--- config.mk ---
export PLATFORM = sky130hd
export DESIGN_NAME = coremem_seq
export DESIGN_NICKNAME = d
export VERILOG_FILES = /design/src/rtl/coremem_pkg.sv /design/src/rtl/cm_line_decode.sv /design/src/rtl/cm_phase_seq.sv /design/src/rtl/cm_plane_bit.sv /design/src/rtl/coremem_seq.sv
export SDC_FILE = /design/constraint.sdc
export NUM_CORES = 1
export LEC_CHECK = 0
export BUFFER_PORTS_ARGS = -buffer_cell sky130_fd_sc_hd__buf_2
export CAP_MARGIN = 20
export CORE_AREA = 2 2 58 60
export CTS_CLUSTER_DIAMETER = 200
export DETAILED_ROUTE_END_ITERATION = 6
export DIE_AREA = 0 0 60 62
export MAX_ROUTING_LAYER = met4
export PLACE_DENSITY = 0.75
export SLEW_MARGIN = 10
export SYNTH_ARGS = -nofsm -noshare
export SYNTH_HDL_FRONTEND = slang
export SYNTH_SLANG_ARGS = --single-unit
--- constraint.sdc ---
create_clock -name clk -period 2.1 [get_ports clk]
set_clock_uncertainty 0.15 [all_clocks]
set_input_delay 0.105 -clock clk [delete_from_list [all_inputs] [get_ports clk]]
set_output_delay 0.105 -clock clk [all_outputs]
set_load 0.01 [all_outputs]
--- src/rtl/coremem_pkg.sv ---
package coremem_pkg;

    typedef enum logic [1:0] {
        OP_READ  = 2'b00,
        OP_WRITE = 2'b01,
        OP_RMW   = 2'b10,
        OP_READ2 = 2'b11
    } cm_op_e;

    typedef enum logic [2:0] {
        ST_IDLE,
        ST_SETTLE,
        ST_DRIVE,
        ST_RELEASE,
        ST_RECOVER
    } cm_step_e;

    typedef enum logic {
        PH_CLEAR = 1'b0,
        PH_SET   = 1'b1
    } cm_phase_e;

    typedef struct packed {
        cm_op_e     op;
        logic [7:0] addr;
    } cm_cmd_t;

    function automatic int cm_max(input int a, input int b);
        return (a > b) ? a : b;
    endfunction

    // Bit stored in the set phase for one plane
    function automatic logic cm_set_bit(input cm_op_e op, input logic sensed,
                                        input logic wbit);
        case (op)
            OP_WRITE: return wbit;
            OP_RMW:   return sensed ^ wbit;
            default:  return sensed;
        endcase
    endfunction

endpackage

--- src/rtl/cm_line_decode.sv ---
module cm_line_decode #(
    parameter int SEL_W = 4,
    localparam int LINES = 1 << SEL_W
) (
    input  logic [SEL_W-1:0] sel,
    input  logic             en,
    output logic [LINES-1:0] lines
);
    for (genvar i = 0; i < LINES; i++) begin : g_line
        assign lines[i] = en && (sel == SEL_W'(i));
    end
endmodule

--- src/rtl/cm_phase_seq.sv ---
module cm_phase_seq
    import coremem_pkg::*;
#(
    parameter int SETTLE_CYC = 1,
    parameter int DRIVE_CYC  = 8,
    parameter int HOLD_CYC   = 1,
    parameter int RECOV_CYC  = 4,
    parameter int STB_DLY    = 3,
    parameter int STB_W      = 2
) (
    input  logic clk,
    input  logic rst,
    input  logic start,
    output logic idle,
    output logic drive_on,
    output logic dir_set,
    output logic inh_win,
    output logic strobe,
    output logic done
);
    localparam int MAXLEN = cm_max(cm_max(cm_max(SETTLE_CYC, DRIVE_CYC),
                                          cm_max(HOLD_CYC, RECOV_CYC)),
                                   STB_DLY + STB_W);
    localparam int CNT_W = $clog2(MAXLEN + 1);
    localparam logic [CNT_W-1:0] LAST_SETTLE = CNT_W'(SETTLE_CYC - 1);
    localparam logic [CNT_W-1:0] LAST_DRIVE  = CNT_W'(DRIVE_CYC - 1);
    localparam logic [CNT_W-1:0] LAST_HOLD   = CNT_W'(HOLD_CYC - 1);
    localparam logic [CNT_W-1:0] LAST_RECOV  = CNT_W'(RECOV_CYC - 1);
    localparam logic [CNT_W-1:0] STB_LO      = CNT_W'(STB_DLY);
    localparam logic [CNT_W-1:0] STB_HI      = CNT_W'(STB_DLY + STB_W);

    cm_step_e         step;
    cm_phase_e        phase;
    logic [CNT_W-1:0] cnt;
    logic [CNT_W-1:0] last;

    always_comb begin
        case (step)
            ST_SETTLE:  last = LAST_SETTLE;
            ST_DRIVE:   last = LAST_DRIVE;
            ST_RELEASE: last = LAST_HOLD;
            default:    last = LAST_RECOV;
        endcase
    end

    always_ff @(posedge clk) begin
        if (rst) begin
            step  <= ST_IDLE;
            phase <= PH_CLEAR;
            cnt   <= '0;
            done  <= 1'b0;
        end else begin
            done <= 1'b0;
            if (step == ST_IDLE) begin
                cnt <= '0;
                if (start) begin
                    step  <= ST_SETTLE;
                    phase <= PH_CLEAR;
                end
            end else if (cnt == last) begin
                cnt <= '0;
                case (step)
                    ST_SETTLE:  step <= ST_DRIVE;
                    ST_DRIVE:   step <= ST_RELEASE;
                    ST_RELEASE: step <= ST_RECOVER;
                    default: begin
                        if (phase == PH_CLEAR) begin
                            phase <= PH_SET;
                            step  <= ST_SETTLE;
                        end else begin
                            phase <= PH_CLEAR;
                            step  <= ST_IDLE;
                            done  <= 1'b1;
                        end
                    end
                endcase
            end else begin
                cnt <= cnt + 1'b1;
            end
        end
    end

    assign idle     = (step == ST_IDLE);
    assign drive_on = (step == ST_DRIVE);
    assign dir_set  = (phase == PH_SET) && (step != ST_IDLE);
    assign inh_win  = (phase == PH_SET) &&
                      (step == ST_SETTLE || step == ST_DRIVE || step == ST_RELEASE);
    assign strobe   = (step == ST_DRIVE) && (phase == PH_CLEAR) &&
                      (cnt >= STB_LO) && (cnt < STB_HI);
endmodule

--- src/rtl/cm_plane_bit.sv ---
module cm_plane_bit
    import coremem_pkg::*;
(
    input  logic   clk,
    input  logic   rst,
    input  logic   clear_cap,
    input  logic   strobe,
    input  logic   sense,
    input  cm_op_e op,
    input  logic   wbit,
    input  logic   inh_win,
    output logic   sensed,
    output logic   inhibit
);
    always_ff @(posedge clk) begin
        if (rst || clear_cap) begin
            sensed <= 1'b0;
        end else if (strobe && sense) begin
            sensed <= 1'b1;
        end
    end

    assign inhibit = inh_win && !cm_set_bit(op, sensed, wbit);
endmodule

--- src/rtl/coremem_seq.sv ---
module coremem_seq
    import coremem_pkg::*;
#(
    parameter int X_SEL_W    = 4,
    parameter int Y_SEL_W    = 4,
    parameter int PLANES     = 2,
    parameter int SETTLE_CYC = 1,
    parameter int DRIVE_CYC  = 8,
    parameter int HOLD_CYC   = 1,
    parameter int RECOV_CYC  = 4,
    parameter int STB_DLY    = 3,
    parameter int STB_W      = 2,
    localparam int ADDR_W  = X_SEL_W + Y_SEL_W,
    localparam int X_LINES = 1 << X_SEL_W,
    localparam int Y_LINES = 1 << Y_SEL_W
) (
    input  logic               clk,
    input  logic               rst,
    input  logic               req,
    output logic               ready,
    input  logic [1:0]         op,
    input  logic [ADDR_W-1:0]  addr,
    input  logic [PLANES-1:0]  wdata,
    output logic               ack,
    output logic [PLANES-1:0]  rd_data,
    output logic [X_LINES-1:0] x_drv,
    output logic [Y_LINES-1:0] y_drv,
    output logic               drv_dir,
    output logic [PLANES-1:0]  inhibit,
    output logic               sense_strobe,
    input  logic [PLANES-1:0]  sense_in
);
    logic              accept;
    logic              idle, drive_on, dir_set, inh_win, strobe, done;
    cm_op_e            op_q;
    logic [ADDR_W-1:0] addr_q;
    logic [PLANES-1:0] wdata_q;

    assign ready  = idle;
    assign accept = req && idle;

    always_ff @(posedge clk) begin
        if (rst) begin
            op_q    <= OP_READ;
            addr_q  <= '0;
            wdata_q <= '0;
        end else if (accept) begin
            op_q    <= cm_op_e'(op);
            addr_q  <= addr;
            wdata_q <= wdata;
        end
    end

    cm_phase_seq #(
        .SETTLE_CYC(SETTLE_CYC), .DRIVE_CYC(DRIVE_CYC), .HOLD_CYC(HOLD_CYC),
        .RECOV_CYC(RECOV_CYC), .STB_DLY(STB_DLY), .STB_W(STB_W)
    ) u_seq (
        .clk(clk), .rst(rst), .start(accept), .idle(idle),
        .drive_on(drive_on), .dir_set(dir_set), .inh_win(inh_win),
        .strobe(strobe), .done(done)
    );

    cm_line_decode #(.SEL_W(X_SEL_W)) u_xdec (
        .sel(addr_q[X_SEL_W-1:0]), .en(drive_on), .lines(x_drv)
    );

    cm_line_decode #(.SEL_W(Y_SEL_W)) u_ydec (
        .sel(addr_q[ADDR_W-1:X_SEL_W]), .en(drive_on), .lines(y_drv)
    );

    for (genvar p = 0; p < PLANES; p++) begin : g_plane
        cm_plane_bit u_bit (
            .clk(clk), .rst(rst), .clear_cap(accept), .strobe(strobe),
            .sense(sense_in[p]), .op(op_q), .wbit(wdata_q[p]),
            .inh_win(inh_win), .sensed(rd_data[p]), .inhibit(inhibit[p])
        );
    end

    assign ack          = done;
    assign drv_dir      = dir_set;
    assign sense_strobe = strobe;
endmodule

======== Yosys cells after proc, flatten, opt, wreduce, memory -nomap -nowiden ========
Index checks and enable logic that the tools add are counted.
cells by class
  add/subtract/negate cells ............... 1
  $lt $le $gt $ge ......................... 2
  equality and inequality tests ........... 38
  multiplexer cells ....................... 14
  bitwise gates (word level) .............. 4
  reduce and logical (&&, ||, !) cells .... 58
operators with widths
  operator                                                    number
  equality test 4 bit, second input constant                  16
  logical AND 1 bit                                           42
  equality test 4 x 3 -> 1 bit, second input constant         8
  equality test 4 x 2 -> 1 bit, second input constant         4
  2-to-1 mux 3 bit                                            3
  case mux 3 bit (3 select lines)                             1
  equality test 4 x 1 -> 1 bit, second input constant         2
  zero test 4 bit                                             2
  2-to-1 mux 1 bit                                            7
  equality test 3 x 2 -> 1 bit, second input constant         2
  case mux 3 bit (2 select lines)                             1
  OR reduction 3 bit                                          2
  OR reduction 6 bit                                          1
  adder 4 x 1 -> 4 bit, second input constant                 1
  equality test 4 x 3 -> 1 bit                                1
  >= comparator 4 x 2 -> 1 bit, second input constant         1
  less-than comparator 4 x 3 -> 1 bit, second input constant  1
  != test 2 x 1 -> 1 bit, second input constant               2
  case mux 1 bit (2 select lines)                             2
  equality test 3 x 1 -> 1 bit, second input constant         1
  zero test 3 bit                                             1
  logical OR 1 bit                                            3
  AND reduction 3 bit                                         1
  nonzero test 3 bit                                          1
  8 further kinds                                             11
storage, ports and cells
  register bits ........................... 23

======== Longest topological paths before layout ========
  depth in word-level cells ............... 6
  mapped depth ............................ 7
  gate-level depth less buffers ........... 6

======== By module ========
A second synthesis with hierarchy kept.
unflattened totals
  cell total of the unflattened synthesis .. 188
  area, all modules ....................... 1521.5 sq um
by module, submodules not included
  module          times used  cells an instance  area each (sq um)  seq. area each (sq um)
  coremem_seq     1           56                 569.3              240.2
  cm_phase_seq    1           60                 524.3              180.2
  cm_line_decode  2           23                 117.6              0.0
  cm_plane_bit    2           13                 96.3               20.0

======== Worst setup path after synthesis ========
No wires, ideal clock.
  kind .................................... flip-flop to flip-flop
  start point ............................. register u_seq.step[2]
  end point ............................... register g_plane[0].u_bit.sensed
  arrival time ............................ 1.596 ns
  required time ........................... 1.872 ns
  path slack .............................. 0.276 ns
  stages on the path, launching flop included .. 7
  path buffers ............................ 1
  clock period less this slack ............ 1.824 ns
  path through ............................ dfxtp_1 -> buf_2 -> nor2_1 -> nand2_1 -> nor4_1 -> a21oi_1 -> nor3_1
on the way
  cells in the longest elaborated chain, start to end .. 5
  elaborated cells on any way between the ends .. 8
RTL lines
  item                             line                RTL
  start: declaration               cm_phase_seq.sv:32  cm_step_e step;
  start signal: assignment         cm_phase_seq.sv:48  step <= ST_IDLE;
  start signal: assignment         cm_phase_seq.sv:57  step <= ST_SETTLE;
  start signal: assignment         cm_phase_seq.sv:63  ST_SETTLE: step <= ST_DRIVE;
  equality test 3 x 2 -> 1 bit     cm_phase_seq.sv:88  assign strobe = (step == ST_DRIVE) && (phase == PH_CLEAR) &&
  logical AND 1 bit (2 in series)  cm_phase_seq.sv:88
  logical AND 1 bit                cm_phase_seq.sv:89  (cnt >= STB_LO) && (cnt < STB_HI);
  net sense_strobe                 coremem_seq.sv:30   output logic sense_strobe,
  logical AND 1 bit                cm_plane_bit.sv:18  end else if (strobe && sense) begin
  end signal: assignment           cm_plane_bit.sv:17  sensed <= 1'b0;
  end signal: assignment           cm_plane_bit.sv:19  sensed <= 1'b1;
  end: declaration                 cm_plane_bit.sv:12  output logic sensed,
The timed path passes the listed nets, and every way through them passes these cells.
A chain may end at the register's enable or synchronous reset.

======== Worst setup path in the final report ========
  start point ............................. register u_seq.step[0]
  end point ............................... register u_seq.step[1]
on the way
  cells in the longest elaborated chain, start to end .. 6
  elaborated cells on any way between the ends .. 14
RTL lines
  item                                                                          line                                    RTL
  equality test 3 x 2 -> 1 bit or equality test 3 x 1 -> 1 bit (tied branches)  cm_phase_seq.sv:38, cm_phase_seq.sv:62
  OR reduction 2 bit (no source line)                                           --
  case mux 3 bit (2 select lines)                                               cm_phase_seq.sv:38                      case (step)
  equality test 4 x 3 -> 1 bit                                                  cm_phase_seq.sv:60                      end else if (cnt == last) begin
  nonzero test 2 bit (no source line)                                           --
  AND reduction 2 bit (no source line)                                          --
Parallel ways exist; a longest one is shown, timed or not. The select of a mux whose other input is x is not followed.

==> summary.txt <==
STA
  • Slew HR: 0.656
  • Setup-failing EPs final: 0
  • Hold Fails Final Rpt: 0
  • Fin. max-slew vios: 0
  • RSZ-0062 raised after global routing: no
  • Fin crit share: 0.936
  • Final setup margin: 0.134 ns
  • Least-Margin Pin Slew: 0.512 ns
  • Crit path time final: 1.97 ns
  • Setup TNS: 0 ns
  • Fmax achieved: 0.509 GHz

Synthesis
  • Count leader, synth: nand2_1
  • Synth top cells by count: nand2_1 (31), nor2_1 (28), dfxtp_1 (23)
  • Mean Syn Cell Area: 7.12 um^2
  • Post-Syn Nets: 214
  • Synth Cell Area: about 0.0014 mm^2
  • Cell taking the most area after synthesis: dfxtp_1
  • Number of enable flip-flop cells after synthesis: 0
  • Fraction of registers with async set/reset: 0
  • Synth top area cells: dfxtp_1 (34%), nand2_1 (8.5%), nor2_1 (7.7%)
  • Unique masters post-synth: 36
  • Synth warn: 0
  • Count of state elements after synthesis: 23
  • Top-area cell type share of the netlist area: 0.335
  • Sequential-to-total area share from yosys stat: 0.335
  • Top FF cell, synth: dfxtp_1
  • Mapped Cells: 193

Die
  • Initial Util: 0.432
  • Num ports: 57
  • Row cnt: 21
  • Die Y: 62 um
  • Die width: around 60 um
  • Core area: 0.00318 mm^2
  • Die ar.: 0.00372 mm^2

Power
  • Combinational power share: 0.415
  • Clock Power Share: 0.151
  • VDD IR max: between 0.0004 and 0.0005 V
  • Net switching power: approximately 500 uW
  • Leakage: 0.826 nW
  • Sw Share: 0.383
  • Final Power: 1.31 mW
  • Cell area power density: slightly above 700 mW/mm^2
  • Flop pwr share: 0.434
  • Pint: slightly above 800 uW

Routing
  • Total Wirelength: 3340 um
  • Post-DR wirelength/cell: about 11 um
  • First-pass iteration count of the detailed router: 4
  • # DRC: 0
  • Final ANT Viol Nets: 0
  • Vias per Instance: 4.92
  • DR vias: 1492
  • DR iter-0 viols: 36

Clock network
  • CTS tree: yes
  • CTS sink cnt: 23
  • Clock Path Buffers: 2
  • CTS root buf: clkbuf_4
  • Clock transition at the registers of the reported paths: between 0.1 and 0.15 ns
  • Clock latency on the worst-skew pair: 0.30 ns
  • Post-CTS Repair Setup Buffers: 0
  • Inserted Clock Buffers: 3
  • H-tree depth: 1

Placed design
  • HPWL after DPL: 2510 um
  • # port buffers: 56
  • Placement-stage worst setup slack: 0.186 ns
  • Routability cong.: roughly 0.84

Global routing
  • Antenna violations before repair: 0
  • Vias in the first global route: 1279
  • Overall Global Routing Usage: 0.194
  • GRT overflow: 0
  • First-pass GRT wire length: 5290 um
  • Largest net degree at the start of global routing: 27

Critical path
  • Critical Path Max Stage Delay: 0.51 ns
  • Critical Path Start Type: flop
  • Nature of the critical path endpoint: flop
  • Crit-path cells: nor2b_4 > mux2i_1 > or2_4 > or4b_1 > a21oi_1
  • CP arrival: 2.06 ns
  • CP top delay family: simple AND/OR/NAND/NOR gates
  • CP Max Fanout: 8
  • CP max stage cell: dfxtp_1
  • CP Data Required Time: between 2 and 2.5 ns
  • Buffers & Inverters on Critical Path: 0
  • Type of the worst setup path: reg2reg

Min path
  • Class of the worst hold path: in2reg

Final layout
  • Area Growth Syn to Fin: 34.7%
  • Fill cells: between 300 and 400
  • Antenna diodes: 0
  • Final nets: 279
  • Share of post-route cells with drive strength above 1: 0.268

Run
  • Max Cap Viol: 0

Outcome
  • Status: finished clean
==> power by group through the flow <==
stage,sequential (mW),combinational [mW],clock [mW]
detailed placement,0.576,0.520,0
global placement,0.570,0.512,0
finish,0.569,0.544,0.198
CTS,0.566,0.542,0.206
global route,0.582,0.601,0.235
floorplan,0.539,0.402,0
==> layer usage <==
metal  global-route usage  wire length [um]  vias up
met1                0.217              1470      678
met4               0.0952                51        0
met3               0.0290               121        4
met2                0.337              1700       35
met5                    -                 0        -
li1                     -                 -      775
==> state kept, by name, indices dropped and copies added, names as in the netlist <==
| register | count |
|---|---|
| wdata_q | 2 |
| u_seq.done | 1 |
| u_seq.step | 3 |
| addr_q | 8 |
| u_seq.cnt | 4 |
| u_seq.phase | 1 |
| g_plane.u_bit.sensed | 2 |
| op_q | 2 |
==> placed cells by master (no fill, tap or decap) <==
cell type      Yosys  layout
or2_4              1       1
nor3_2             1       1
nor2b_4            1       1
ha_1               4       4
a211o_1            1       1
xor2_1             2       2
or4b_1             1       1
inv_1              9       9
mux2i_1            2       2
nor4_1             3       3
nor2_4             0       1
clkbuf_4           1       3
nand2b_1           6       6
o21ai_0            4       4
o32ai_1            1       1
buf_4              4       6
a211oi_1           1       1
nor4b_1            2       2
nor3b_1            2       2
a21oi_1           18      18
nand3_1            4       4
nor3_1            13      13
o311a_1            2       2
and4b_1            1       1
nor2b_1            8       8
o31ai_1            1       1
nand4_1            2       2
nor2_1            28      27
dlygate4sd3_1      0      14
nand2_1           31      31
dfxtp_1           23      23
buf_2              1      56
clkbuf_1           9       1
and2_1             2       2
a311o_1            1       1
o31a_1             1       1
nand3b_1           1       1
==> worst paths after layout <==
| kind | startpoint | endpoint | slack (ns) | cells past startpoint |
|---|---|---|---|---|
| max | u_seq.step[0] | u_seq.step[1] | 0.13 | 5 |
| min | rst | addr_q[3] | 0.09 | 2 |
| max reg2reg | u_seq.step[0] | u_seq.step[1] | 0.13 | 5 |
| min reg2reg | wdata_q[0] | wdata_q[0] | 0.33 | 2 |
==> timing repair <==
item	4_1_cts	5_1_grt
gates resized for setup	0	2
endpoints found under the setup margin	0	3
hold buffers	14	0
hold endpoints to repair	14	0
==> cell type report <==
cell class / count / area [um^2] / area share
clock buffers: 4 / 26.3 / 0.0142
inverters: 9 / 33.8 / 0.0183
multi-input cells: 145 / 807 / 0.436
flip-flops and latches: 23 / 460 / 0.249
well taps: 46 / 57.6 / 0.0311
repair buffers: 76 / 465 / 0.252
==> cells by family after synthesis <==
| kind of cell | synth area share |
|---|---|
| AOI/OAI and AO/OA | 0.132 |
| muxes | 0.0146 |
| DFF | 0.335 |
| and+or+nand+nor | 0.386 |
| xor gates and xnor gates | 0.0128 |
| adders and majority gates | 0.0364 |
| buffers and inverters | 0.0829 |
==> per-stage QoR <==
stage,cell area (um^2),utilization,hold slack (ns),cells
after CTS,1840,0.580,0.0879,303
after floorplan,1370,-,0.0910,193
after global placement,1680,0.527,0.196,285
final,1850,0.582,0.0863,303
after global routing,1850,0.582,0.0851,303
after detailed placement,1680,0.527,0.202,285
Power figures use the tool's default switching activity.
